--- config.mk ---
export PLATFORM = sky130hd
export DESIGN_NAME = bar_coord
export DESIGN_NICKNAME = d
export VERILOG_FILES = /design/src/rtl/bar_pkg.sv /design/src/rtl/bar_arrival_map.sv /design/src/rtl/bar_release_pick.sv /design/src/rtl/bar_coord.sv
export SDC_FILE = /design/constraint.sdc
export NUM_CORES = 1
export LEC_CHECK = 0
export BUFFER_PORTS_ARGS = -buffer_cell sky130_fd_sc_hd__buf_4
export CAP_MARGIN = 20
export CORE_ASPECT_RATIO = 0.5
export CORE_MARGIN = 2
export CORE_UTILIZATION = 45
export CTS_BUF_LIST = sky130_fd_sc_hd__clkbuf_4 sky130_fd_sc_hd__clkbuf_8
export DETAILED_ROUTE_END_ITERATION = 8
export MAX_ROUTING_LAYER = met4
export PLACE_DENSITY = 0.8
export SLEW_MARGIN = 30
export SYNTH_ARGS = -nofsm -noshare
export SYNTH_HDL_FRONTEND = slang
export SYNTH_SLANG_ARGS = --single-unit
--- constraint.sdc ---
create_clock -name clk -period 7.92 [get_ports clk]
set_input_delay 1.188 -clock clk [delete_from_list [all_inputs] [get_ports clk]]
set_output_delay 1.188 -clock clk [all_outputs]
set_load 0.01 [all_outputs]
--- src/rtl/bar_pkg.sv ---
package bar_pkg;

  typedef enum logic {
    PH_GATHER  = 1'b0,
    PH_RELEASE = 1'b1
  } phase_t;

  localparam int unsigned MAP_MAX = 64;

  // index of the lowest set bit among the first n bits; 0 when none
  function automatic int unsigned lowest_set(input logic [MAP_MAX-1:0] m,
                                             input int unsigned n);
    int unsigned r;
    r = 0;
    for (int i = MAP_MAX - 1; i >= 0; i--) begin
      if (i < int'(n) && m[i]) r = i;
    end
    return r;
  endfunction

  // true when a core ID belongs to the participant range
  function automatic logic is_member(input int unsigned id,
                                     input int unsigned cnt);
    return id < cnt;
  endfunction

  // true when exactly one bit of the first n bits is set
  function automatic logic single_bit(input logic [MAP_MAX-1:0] m,
                                      input int unsigned n);
    int unsigned c;
    c = 0;
    for (int i = 0; i < MAP_MAX; i++) begin
      if (i < int'(n) && m[i]) c++;
    end
    return c == 1;
  endfunction

endpackage

--- src/rtl/bar_arrival_map.sv ---
module bar_arrival_map #(
  parameter int NCORES = 8,
  localparam int ID_W  = (NCORES > 1) ? $clog2(NCORES) : 1,
  localparam int CNT_W = $clog2(NCORES + 1)
) (
  input  logic              clk,
  input  logic              rst_n,
  input  logic              set_en,
  input  logic [ID_W-1:0]   set_idx,
  input  logic              clr_en,
  input  logic [ID_W-1:0]   clr_idx,
  input  logic              flush,
  output logic [NCORES-1:0] map,
  output logic [CNT_W-1:0]  arrivals
);

  genvar g;
  generate
    for (g = 0; g < NCORES; g++) begin : g_bit
      always_ff @(posedge clk) begin
        if (!rst_n || flush) begin
          map[g] <= 1'b0;
        end else if (set_en && set_idx == ID_W'(g)) begin
          map[g] <= 1'b1;
        end else if (clr_en && clr_idx == ID_W'(g)) begin
          map[g] <= 1'b0;
        end
      end
    end
  endgenerate

  always_ff @(posedge clk) begin
    if (!rst_n || flush) begin
      arrivals <= '0;
    end else if (set_en) begin
      arrivals <= arrivals + CNT_W'(1);
    end
  end


  no_double_count_chk: assert property (@(posedge clk) disable iff (!rst_n)
    set_en |-> !map[set_idx]);


  count_tracks_set_chk: assert property (@(posedge clk) disable iff (!rst_n)
    (set_en && !flush) |=> arrivals == $past(arrivals) + CNT_W'(1));


  flush_empties_chk: assert property (@(posedge clk) disable iff (!rst_n)
    flush |=> (map == '0 && arrivals == '0));

endmodule

--- src/rtl/bar_release_pick.sv ---
module bar_release_pick #(
  parameter int NCORES = 8,
  localparam int ID_W  = (NCORES > 1) ? $clog2(NCORES) : 1
) (
  input  logic [NCORES-1:0] map,
  output logic [ID_W-1:0]   pick_idx,
  output logic              pick_any,
  output logic              pick_last
);
  import bar_pkg::*;

  logic [MAP_MAX-1:0] wide_map;

  always_comb begin
    wide_map = '0;
    wide_map[NCORES-1:0] = map;
    pick_idx  = ID_W'(lowest_set(wide_map, NCORES));
    pick_any  = |map;
    pick_last = single_bit(wide_map, NCORES);
  end

endmodule

--- src/rtl/bar_coord.sv ---
module bar_coord #(
  parameter int          NCORES      = 8,
  parameter int          WORD_W      = 16,
  parameter logic [15:0] RESUME_WORD = 16'h00C5,
  localparam int ID_W  = (NCORES > 1) ? $clog2(NCORES) : 1,
  localparam int CNT_W = $clog2(NCORES + 1)
) (
  input  logic              clk,
  input  logic              rst_n,
  input  logic [CNT_W-1:0]  part_count,
  input  logic              req_valid,
  output logic              req_ready,
  input  logic [ID_W-1:0]   req_src,
  output logic              rsp_valid,
  input  logic              rsp_ready,
  output logic [ID_W-1:0]   rsp_dst,
  output logic [WORD_W-1:0] rsp_word,
  output logic              req_err,
  output logic              done
);
  import bar_pkg::*;

  phase_t            phase_q;
  logic [NCORES-1:0] map_q;
  logic [CNT_W-1:0]  arrivals_q;
  logic [ID_W-1:0]   pick_idx;
  logic              pick_any;
  logic              pick_last;

  // named internal events
  logic accept_evt;
  logic legal_evt;
  logic bad_evt;
  logic complete_evt;
  logic send_evt;
  logic last_send_evt;
  logic already_set;

  always_comb begin
    req_ready     = (phase_q == PH_GATHER);
    accept_evt    = req_valid && req_ready;
    already_set   = is_member(int'(req_src), NCORES) ? map_q[req_src] : 1'b0;
    legal_evt     = accept_evt && is_member(int'(req_src), int'(part_count))
                    && !already_set;
    bad_evt       = accept_evt && !legal_evt;
    complete_evt  = legal_evt && (arrivals_q + CNT_W'(1) == part_count);
    rsp_valid     = (phase_q == PH_RELEASE) && pick_any;
    rsp_dst       = pick_idx;
    rsp_word      = WORD_W'(RESUME_WORD);
    send_evt      = rsp_valid && rsp_ready;
    last_send_evt = send_evt && pick_last;
  end

  bar_arrival_map #(.NCORES(NCORES)) map_i (
    .clk      (clk),
    .rst_n    (rst_n),
    .set_en   (legal_evt),
    .set_idx  (req_src),
    .clr_en   (send_evt),
    .clr_idx  (pick_idx),
    .flush    (last_send_evt),
    .map      (map_q),
    .arrivals (arrivals_q)
  );

  bar_release_pick #(.NCORES(NCORES)) pick_i (
    .map       (map_q),
    .pick_idx  (pick_idx),
    .pick_any  (pick_any),
    .pick_last (pick_last)
  );

  always_ff @(posedge clk) begin
    if (!rst_n) begin
      phase_q <= PH_GATHER;
      req_err <= 1'b0;
      done    <= 1'b0;
    end else begin
      req_err <= bad_evt;
      done    <= last_send_evt;
      if (phase_q == PH_GATHER && complete_evt) begin
        phase_q <= PH_RELEASE;
      end else if (phase_q == PH_RELEASE && last_send_evt) begin
        phase_q <= PH_GATHER;
      end
    end
  end


  no_early_release_chk: assert property (@(posedge clk) disable iff (!rst_n)
    rsp_valid |-> arrivals_q == part_count);


  reply_to_arrived_chk: assert property (@(posedge clk) disable iff (!rst_n)
    rsp_valid |-> map_q[rsp_dst]);


  ascending_order_chk: assert property (@(posedge clk) disable iff (!rst_n)
    rsp_valid |-> (map_q & ((NCORES'(1) << rsp_dst) - NCORES'(1))) == '0);


  reply_hold_chk: assert property (@(posedge clk) disable iff (!rst_n)
    (rsp_valid && !rsp_ready) |=> (rsp_valid && $stable(rsp_dst) && $stable(rsp_word)));


  no_accept_in_release_chk: assert property (@(posedge clk) disable iff (!rst_n)
    rsp_valid |-> !accept_evt);


  done_single_chk: assert property (@(posedge clk) disable iff (!rst_n)
    done |=> !done);


  done_idle_chk: assert property (@(posedge clk) disable iff (!rst_n)
    done |-> (!rsp_valid && req_ready));


  err_single_cycle_chk: assert property (@(posedge clk) disable iff (!rst_n)
    (req_err && !$past(bad_evt)) |-> 1'b0);

endmodule

==> metrics.yaml, run 1 <==
status: "complete, no violations"
swShare_pct: 31.2
end_kind: "register"
crit_slowest_cell: "a2111oi_4"
drt_first_pass_iters: 4
dp_hpwl_mm: 2.34
num_rows: 15
diodes: 0
net-switching-power_w: 0.0000631
cts_buffer_depth: 2
die_h_um: 45.7
setup_tns_ns: 0
setup.worst_path.start_class: "register"
peakVddDrop_mv: 0.0772
routed_wl_mm: 2.92
cts-buffers-inserted: 3
worstPathCellList: "inv_1 > ha_1 > xor2_1 > ha_1 > nand2b_1 > o31ai_2 > inv_1 > ha_1 > nand2_1 > o21ai_0 > ha_1 > nand2_1 > o221ai_2 > ha_1 > mux2_2 > ha_1 > nand2b_1 > nand2_1 > o32ai_1 > nor3_1 > o21ai_1 > a2111oi_4 > and3b_1"
post_cts.repair.setup_buffers: 0
required_ns: 8.06
cts_resized: 0
grt_pass1_vias: 1114
grt.total_usage_pct: 16.0
finalHoldViolCount: 0
ys_ff_latch: 15
grt_max_degree: 17
insertion_delay_ns: 0.25
relSlewSlack_pct: 53.2
die_w_um: 87.3
cp.buffers_inverters: 2
power.leakage_nw: 0.713
grt_pass1_wl_mm: 4.86
num_io_pins: 34
critPathKind: "register to register"
cellInternalPower_w: 0.000139
syn_inst: 195
pwr-share-comb_pct: 28.1
min_path_type: "register to register"
drc_errors: 0
nets: 228
core_mm2: 0.00338
syn_area_mm2: 0.00156
nFillCells: 332
cp_top_family: "adder cells"
setup_viol: 0
fin_util_pct: 49.8
synth_cell_types: 51
start_util_pct: 46.3
max_stage_delay_ns: 0.65
avgSynthCellArea_um2: 8.01
drv_cap: 0
path_clk_slew_ns: 0.06
syn_to_final_growth_pct: 7.69
cts_max_level: 1
drive_above_1_share_pct: 17.0
cts_tree: "built"
wl_per_cell_um: 11.8
fmax_ghz: 0.190
hold_buffers: 0
period_share_pct: 66.4
slew_viol_final: 0
dieArea_mm2: 0.00399
synth-seq-area-share_pct: 19.2
cp_common_cell: "ha_1"
via_per_inst: 5.32
fin_skew_ns: 0.00258
yosys_warnings: 0
num_vias: 1320
antenna_found_initial: 0
ant_nets: 0
drt_iter0_markers: 90
async_flop_share_pct: 0
io_buffers: 17
finalWeightedCongestion: 0.851
cp_data_arrival_time_ns: 5.40
synth_edf_count: 0
power_frac_clock_pct: 30.6
cts_sinks: 15
seqPwrFrac_pct: 41.2
final_cell_mix: "nand2_1 (17), buf_4 (17), conb_1 (16), dfxtp_1 (15)"
crit_fanout: 13
root_buffer: "clkbuf_8"
grt_remaining_overflow: 0
ys.flop_type: "dfxtp_1"
rsz0062_at_grt: "false"
tightest_slew_ns: 0.702
finalCriticalPeriod_ns: 5.26
cellPowerDensity_mw_per_mm2: 120
==> cells by family (layout without fill, tap and decap cells) <==
group	Yosys count	after routing	synth area share (%)
adders and majority gates	10	10	8.01
DFF	15	15	19.2
buffers and inverters	35	32	12.8
muxes	4	4	4.24
and+or+nand+nor	72	72	25.1
other	2	16	0.481
AOI/OAI and AO/OA	35	35	15.9
xor gates and xnor gates	22	22	14.3
==> cell usage after synthesis, types with 4 or more instances <==
library cell / count / area share [%]
a21oi_1: 6 / 1.9
nand2b_1: 7 / 2.8
nor3b_1: 4 / 1.9
buf_4: 17 / 8.2
xnor2_1: 12 / 6.7
nor2b_1: 5 / 2.0
ha_1: 10 / 8.0
xor2_1: 7 / 3.9
buf_2: 4 / 1.3
nand2_1: 17 / 4.1
nor2_1: 14 / 3.4
nor3_1: 6 / 1.9
o21ai_0: 14 / 4.5
dfxtp_1: 15 / 19
inv_1: 10 / 2.4
==> registers in the layout, summed over array words and instances (netlist names) <==
register,cells
map_i.map,8
phase_q,1
done,1
req_err,1
map_i.arrivals,4
==> final cells by class <==
class | instances | area (um2) | share of cell area [%]
multi-input cells | 159 | 1110 | 66.2
clock inverters | 1 | 5.00 | 0.297
well taps | 42 | 52.6 | 3.12
flip-flops and latches | 15 | 300 | 17.8
clock buffers | 3 | 41.3 | 2.45
inverters | 11 | 41.3 | 2.45
repair buffers | 17 | 128 | 7.58
==> power by group through the flow <==
stage	Combinational, W	Clock, W	Sequential, W
finish	0.0000569	0.0000619	0.0000834
global route	0.0000638	0.0000647	0.0000840
CTS	0.0000570	0.0000630	0.0000833
detailed placement	0.0000569	0	0.0000850
global placement	0.0000551	0	0.0000849
floorplan	0.0000498	0	0.0000824
==> metrics by stage <==
| stage | instances | setup WS, ns | hold WS (ns) | instance area, um2 | total power (W) |
|---|---|---|---|---|---|
| 2_1_floorplan | 209 | 3.42 | 0.527 | 1620 | 0.000132 |
| 3_3_place_gp | 244 | 2.84 | 0.549 | 1640 | 0.000140 |
| 3_5_place_dp | 244 | 2.67 | 0.566 | 1640 | 0.000142 |
| 4_1_cts | 248 | 2.67 | 0.582 | 1680 | 0.000203 |
| 5_1_grt | 248 | 2.26 | 0.600 | 1680 | 0.000212 |
| 6_report | 248 | 2.66 | 0.574 | 1680 | 0.000202 |
==> per-layer routing <==
layer	track usage [%]	vias up	part of all wire [%]
met5	-	-	0
met4	5.85	0	1.8
met3	1.63	7	3.0
met2	26.4	35	47
met1	20.8	616	48
li1	-	662	-
==> worst reg2reg max path: stages, from the launching register on <==
cell       delay [ns]
dfxtp_1          0.46
inv_1            0.10
ha_1             0.40
xor2_1           0.24
ha_1             0.28
nand2b_1         0.15
o31ai_2          0.11
inv_1            0.08
ha_1             0.29
nand2_1          0.10
o21ai_0          0.10
ha_1             0.29
nand2_1          0.08
o221ai_2         0.12
ha_1             0.31
mux2_2           0.27
ha_1             0.27
nand2b_1         0.16
nand2_1          0.09
o32ai_1          0.08
nor3_1           0.15
o21ai_1          0.13
a2111oi_4        0.65
and3b_1          0.25
==> path summary, 6_finish.rpt <==
kind	cells past startpoint	slack, ns	from	to
hold / removal	2	0.57	map_i.arrivals[1]	map_i.arrivals[1]
setup / recovery	23	2.66	map_i.map[0]	map_i.map[6]
setup reg to reg	23	2.66	map_i.map[0]	map_i.map[6]
hold reg to reg	2	0.57	map_i.arrivals[1]	map_i.arrivals[1]
Power figures use the tool's default switching activity.
==> run 2, diff against run 1 <==
PLACE_DENSITY = 0.83   (was 0.8)
clock period = 4.5 ns   (was 7.92 ns; I/O delays follow)
==> metrics.yaml, run 2 (synthesis gave the netlist of run 1 again) <==
tightest_slew_ns: 0.599  # -0.104 ns
cp_data_arrival_time_ns: 4.59  # -0.81 ns
fmax_ghz: 0.224  # +18%
relSlewSlack_pct: 60.1  # +6.9 points
seqPwrFrac_pct: 38.3  # -2.9 points
cts-buffers-inserted: 3  # unchanged
regToRegSetupSlack_ns: 0.04  # -2.62 ns
grt_max_degree: 17  # unchanged
dpl_cell_area_mm2: 0.00176  # +7.4%
drc_errors: 0  # unchanged
worstPathCellList: "ha_4 > nor2b_4 > or2_4 > ha_4 > nand2b_4 > o31ai_4 > inv_2 > ha_4 > nand2_2 > o21ai_2 > ha_1 > nand2_2 > o221ai_2 > ha_1 > mux2_4 > ha_4 > nand2b_4 > nand2_2 > o32ai_2 > nor3_1 > o21ai_1 > a2111oi_4 > buf_4 > nor3b_1"
die_w_um: 87.3  # unchanged
fin_area_mm2: 0.00198  # +18%
power_frac_clock_pct: 27.7  # -2.9 points
max_stage_delay_ns: 0.38  # -0.27 ns
fin_skew_ns: 0.00127  # -0.00131 ns
dp_hpwl_mm: 2.65  # +13%
finalCriticalPeriod_ns: 4.46  # -0.802 ns
core_mm2: 0.00338  # unchanged
grt_pass1_wl_mm: 5.91  # +22%
via_per_inst: 5.35  # +0.55%
setup_viol: 0  # unchanged
die_h_um: 45.7  # unchanged
pwr-share-comb_pct: 34.0  # +5.9 points
num_vias: 1429  # +8.3%
nets: 247  # +8.3%
top_regs: "map_i.map (8), map_i.arrivals (4)"
required_ns: 4.63  # -3.43 ns
status: "complete, no violations"
diodes: 0  # unchanged
cts_sinks: 15  # unchanged
final_common_cell: "buf_4"
critPathKind: "register to register"
cp_common_cell: "ha_4"
antenna_found_initial: 0  # unchanged
syn_to_final_growth_pct: 26.9
net-switching-power_w: 0.000119  # +89%
grt_remaining_overflow: 0  # unchanged
final_cell_mix: "buf_4 (36), conb_1 (16), nor2_1 (14), nand2_1 (14)"
num_rows: 15  # unchanged
num_io_pins: 34  # unchanged
finalHoldViolCount: 0  # unchanged
io_buffers: 17  # unchanged
start_util_pct: 46.3  # unchanged
largest_register_ffs: 8  # unchanged
finalWeightedCongestion: 0.870  # +2.3%
grt.total_usage_pct: 19.4  # +3.4 points
fin_ws_ns: 0.0444  # -2.62 ns
peakVddDrop_mv: 0.166  # +120%
drive_above_1_share_pct: 33.8  # +17 points
setup.worst_path.start_class: "register"
slew_viol_final: 0  # unchanged
reg2reg_to: "map_i.map[4]"
cellInternalPower_w: 0.000260  # +87%
cts_tree: "built"
period_share_pct: 99.0  # +33 points
cts_buffer_depth: 2  # unchanged
pre_cts_ws_ns: -0.244  # -2.91 ns
endpoint: "map_i.map[4]"
power.leakage_nw: 0.820  # +15%
root_buffer: "clkbuf_8"
rsz0062_at_grt: "true"
grt_pass1_vias: 1337  # +20%
min_path_type: "register to register"
end_kind: "register"
wl_per_cell_um: 13.6  # +15%
cellPowerDensity_mw_per_mm2: 192  # +59%
dieArea_mm2: 0.00399  # unchanged
drt_first_pass_iters: 4  # unchanged
regToRegStartpoint: "map_i.map[1]"
ant_nets: 0  # unchanged
hold_buffers: 0  # unchanged
cts_max_level: 1  # unchanged
cp-startpoint: "map_i.map[1]"
insertion_delay_ns: 0.24  # about the same
reg2reg_depth: 24  # +4.3%
routed_wl_mm: 3.62  # +24%
top_register: "map_i.map"
finalPower_w: 0.000380  # +88%
path_clk_slew_ns: 0.06  # about the same
crit_fanout: 6  # -7
drv_cap: 0  # unchanged
swShare_pct: 31.5  # +0.28 points
drt_iter0_markers: 86  # -4.4%
crit_slowest_cell: "a2111oi_4"
run 2: area by class of cell:
cell class	count	area [um2]
Clock inverter	1	5.00
Timing Repair Buffer	36	270
Tap cell	42	52.6
Sequential cell	15	308
Fill cell	273	1400
Inverter	11	41.3
Multi-Input combinational cell	159	1260
Clock buffer	3	41.3
run 2: power groups by stage:
stage / clock [W] / combinational (W) / sequential [W]
detailed placement: 0 / 0.000109 / 0.000148
global route: 0.000116 / 0.000142 / 0.000146
floorplan: 0 / 0.0000876 / 0.000145
global placement: 0 / 0.000105 / 0.000147
CTS: 0.000109 / 0.000119 / 0.000145
finish: 0.000105 / 0.000129 / 0.000145
run 2: what timing repair did:
item / 4_1_cts / 5_1_grt
gates resized for setup: 11 / 19
setup endpoints to repair: 13 / 13
pin swaps: 5 / 12
setup buffers: 2 / 1
run 2: metal layers:
layer	routed length [um]	vias up	part of all wire (%)	global-route usage [%]
li1	-	704	-	-
met1	1640	670	45	23.2
met2	1790	51	49	34.7
met3	164	4	4.5	2.72
met4	28	0	0.77	5.85
met5	0	-	0	-
run 2: critical path, delay by kind of cell (launching register included):
family                     cells  cell delay [ns]
adders and majority gates      6             1.48
and+or+nand+nor                9             1.11
AOI/OAI and AO/OA              6             0.81
DFF                            1             0.36
buffers and inverters          2             0.29
muxes                          1             0.28
run 2: how the worst min path moves through the flow:
stage                            from                 to  slack, ns  depth (start not counted)
finish              map_i.arrivals[2]  map_i.arrivals[2]       0.57                          2
global route        map_i.arrivals[3]  map_i.arrivals[3]       0.61                          2
CTS                 map_i.arrivals[1]  map_i.arrivals[1]       0.57                          2
detailed placement  map_i.arrivals[1]  map_i.arrivals[1]       0.56                          2
global placement    map_i.arrivals[1]  map_i.arrivals[1]       0.54                          2
floorplan           map_i.arrivals[1]  map_i.arrivals[1]       0.53                          2
run 2: through the flow:
stage | util (%) | TNS (ns) | std cells | hold WS [ns]
floorplan | - | 0 | 209 | 0.527
global placement | 52.0 | -0.143 | 260 | 0.541
detailed placement | 52.0 | -2.81 | 260 | 0.560
CTS | 55.9 | 0 | 266 | 0.570
global route | 58.7 | -1.92 | 267 | 0.613
finish | 58.7 | 0 | 267 | 0.574
==> run 3, diff against run 2 <==
CORE_ASPECT_RATIO = 0.6   (was 0.5)
==> metrics.yaml, run 3 (synthesis gave the netlist of run 1 again) <==
instances_no_fill: 276  # +3.4%
finalCriticalPeriod_ns: 4.32  # -0.138 ns
crit_slowest_cell: "dfxtp_4"
final_common_cell: "buf_4"
whs_path_depth: 2  # unchanged
rsz0062_at_grt: "true"
regToRegStartpoint: "map_i.map[0]"
fin_skew_ns: 0.00218  # +0.000914 ns
finalWeightedCongestion: 0.993  # +14%
root_buffer: "clkbuf_8"
path_clk_slew_ns: 0.06  # about the same
timing.hold.ws_ns: 0.565  # -0.00980 ns
period_share_pct: 95.9  # -3.1 points
cts_buffer_depth: 2  # unchanged
setup.worst_path.start_class: "register"
grt_max_degree: 17  # unchanged
finalPower_w: 0.000391  # +3.0%
syn_to_final_growth_pct: 30.4
diodes: 0  # unchanged
largest_register_ffs: 8  # unchanged
cp_top_family: "adder cells"
drc_errors: 0  # unchanged
cts_sinks: 15  # unchanged
dieArea_mm2: 0.00398  # -0.33%
dp.cells: 269  # +3.5%
core_mm2: 0.00328  # -2.8%
tightest_slew_ns: 0.654  # +0.0556 ns
reg2reg_to: "map_i.map[7]"
setup_tns_ns: 0  # unchanged
grt.total_usage_pct: 21.0  # +1.6 points
cp.buffers_inverters: 3  # +1
cp_common_cell: "ha_4"
status: "complete, no violations"
fmax_ghz: 0.232  # +3.2%
nets: 253  # +2.4%
top_register: "map_i.map"
min_path_type: "register to register"
cts_max_level: 1  # unchanged
num_io_pins: 34  # unchanged
routed_wl_mm: 3.90  # +7.8%
final_cell_mix: "buf_4 (39), conb_1 (16), nand2_1 (15), nor2_1 (14)"
setup_viol: 0  # unchanged
ant_nets: 0  # unchanged
nFillCells: 305  # +12%
drt_first_pass_iters: 4  # unchanged
cp_data_arrival_time_ns: 4.46  # -0.13 ns
grt_remaining_overflow: 0  # unchanged
critPathKind: "register to register"
finalHoldViolCount: 0  # unchanged
end_kind: "register"
cts_tree: "built"
dp_hpwl_mm: 2.97  # +12%
top_regs: "map_i.map (8), map_i.arrivals (4)"
power.leakage_nw: 0.863  # +5.2%
wl_per_cell_um: 14.1  # +4.3%
required_ns: 4.64  # about the same
cts-buffers-inserted: 3  # unchanged
start_util_pct: 47.6  # +1.3 points
grt_pass1_wl_mm: 6.27  # +6.1%
min_from: "map_i.arrivals[1]"
min_to: "map_i.arrivals[1]"
die_h_um: 49.6  # +8.7%
num_vias: 1440  # +0.77%
slew_viol_final: 0  # unchanged
crit_fanout: 8  # +2
via_per_inst: 5.22  # -2.5%
fin_util_pct: 62.1  # +3.4 points
grt_pass1_vias: 1331  # -0.45%
cellPowerDensity_mw_per_mm2: 192  # +0.24%
num_rows: 16  # +1
drv_cap: 0  # unchanged
reg2reg_depth: 24  # unchanged
drive_above_1_share_pct: 33.8  # about the same
worstPathCellList: "inv_4 > ha_4 > xor2_4 > ha_4 > nand2b_4 > o31ai_4 > inv_2 > ha_4 > nand2_4 > o21ai_2 > ha_1 > nand2_1 > o221ai_2 > ha_1 > mux2_4 > ha_4 > nand2b_4 > nand2_2 > o32ai_2 > nor3_1 > o21ai_1 > a2111oi_4 > buf_6 > and3b_1"
io_buffers: 17  # unchanged
antenna_found_initial: 0  # unchanged
relSlewSlack_pct: 56.4  # -3.7 points
max_stage_delay_ns: 0.38  # about the same
regToRegSetupSlack_ns: 0.18  # +0.14 ns
insertion_delay_ns: 0.25  # about the same
drt_iter0_markers: 122  # +42%
peakVddDrop_mv: 0.171  # +3.0%
die_w_um: 80.1  # -8.3%
## run 3: changes by cell type in the layout (fill, tap and decap cells not counted), sizes merged
cell and delta:
buf +6
## run 3: worst min-delay path: stages (launching register included)
cell and delay, ns:
dfxtp_1 0.32, mux2i_1 0.14, nor3b_1 0.06
## run 3: area by class of cell
class	instances	area [um2]	area share, %
clock inverters	1	5.00	0.246
repair buffers	42	327	16.0
well taps	45	56.3	2.76
inverters	11	46.3	2.27
multi-input cells	159	1250	61.6
clock buffers	3	41.3	2.03
flip-flops and latches	15	308	15.1
## run 3: where the power goes
group / total [W] / internal, W / switching (W)
logic: 0.000139 / 0.0000673 / 0.0000712
clock network: 0.000107 / 0.0000613 / 0.0000461
registers: 0.000145 / 0.000137 / 0.00000832
## run 3: routing by layer
layer,global-route usage [%],wire [um]
met5,-,0
met1,29.1,1760
met3,5.31,337
met2,31.5,1770
met4,3.39,34
## run 3: timing repair
action | in CTS | in global routing
hold buffers | 0 | 0
pin swaps | 8 | 10
gates cloned | 0 | 0
setup endpoints to repair | 13 | 13
resized for setup | 14 | 18
hold endpoints to repair | 0 | 0
buffers inserted | 0 | 3
## run 3: how the worst max path moves through the flow
| stage | start | endpoint | slack [ns] | cells after the start |
|---|---|---|---|---|
| 6_report | map_i.map[0] | map_i.map[7] | 0.18 | 24 |
| 5_1_grt | map_i.map[1] | map_i.map[6] | -0.02 | 24 |
| 4_1_cts | map_i.map[0] | map_i.map[7] | 0.03 | 24 |
| 3_5_place_dp | map_i.map[1] | map_i.map[7] | -0.22 | 24 |
| 3_3_place_gp | map_i.map[0] | map_i.map[6] | -0.12 | 24 |
| 2_1_floorplan | map_i.map[1] | map_i.arrivals[1] | 0.05 | 24 |
## run 3: metrics by stage
| stage | instance area [um2] | setup WS, ns |
|---|---|---|
| global route | 2040 | -0.0165 |
| finish | 2040 | 0.182 |
| global placement | 1810 | -0.115 |
| detailed placement | 1810 | -0.223 |
| CTS | 1930 | 0.0319 |
| floorplan | 1620 | 0.0493 |
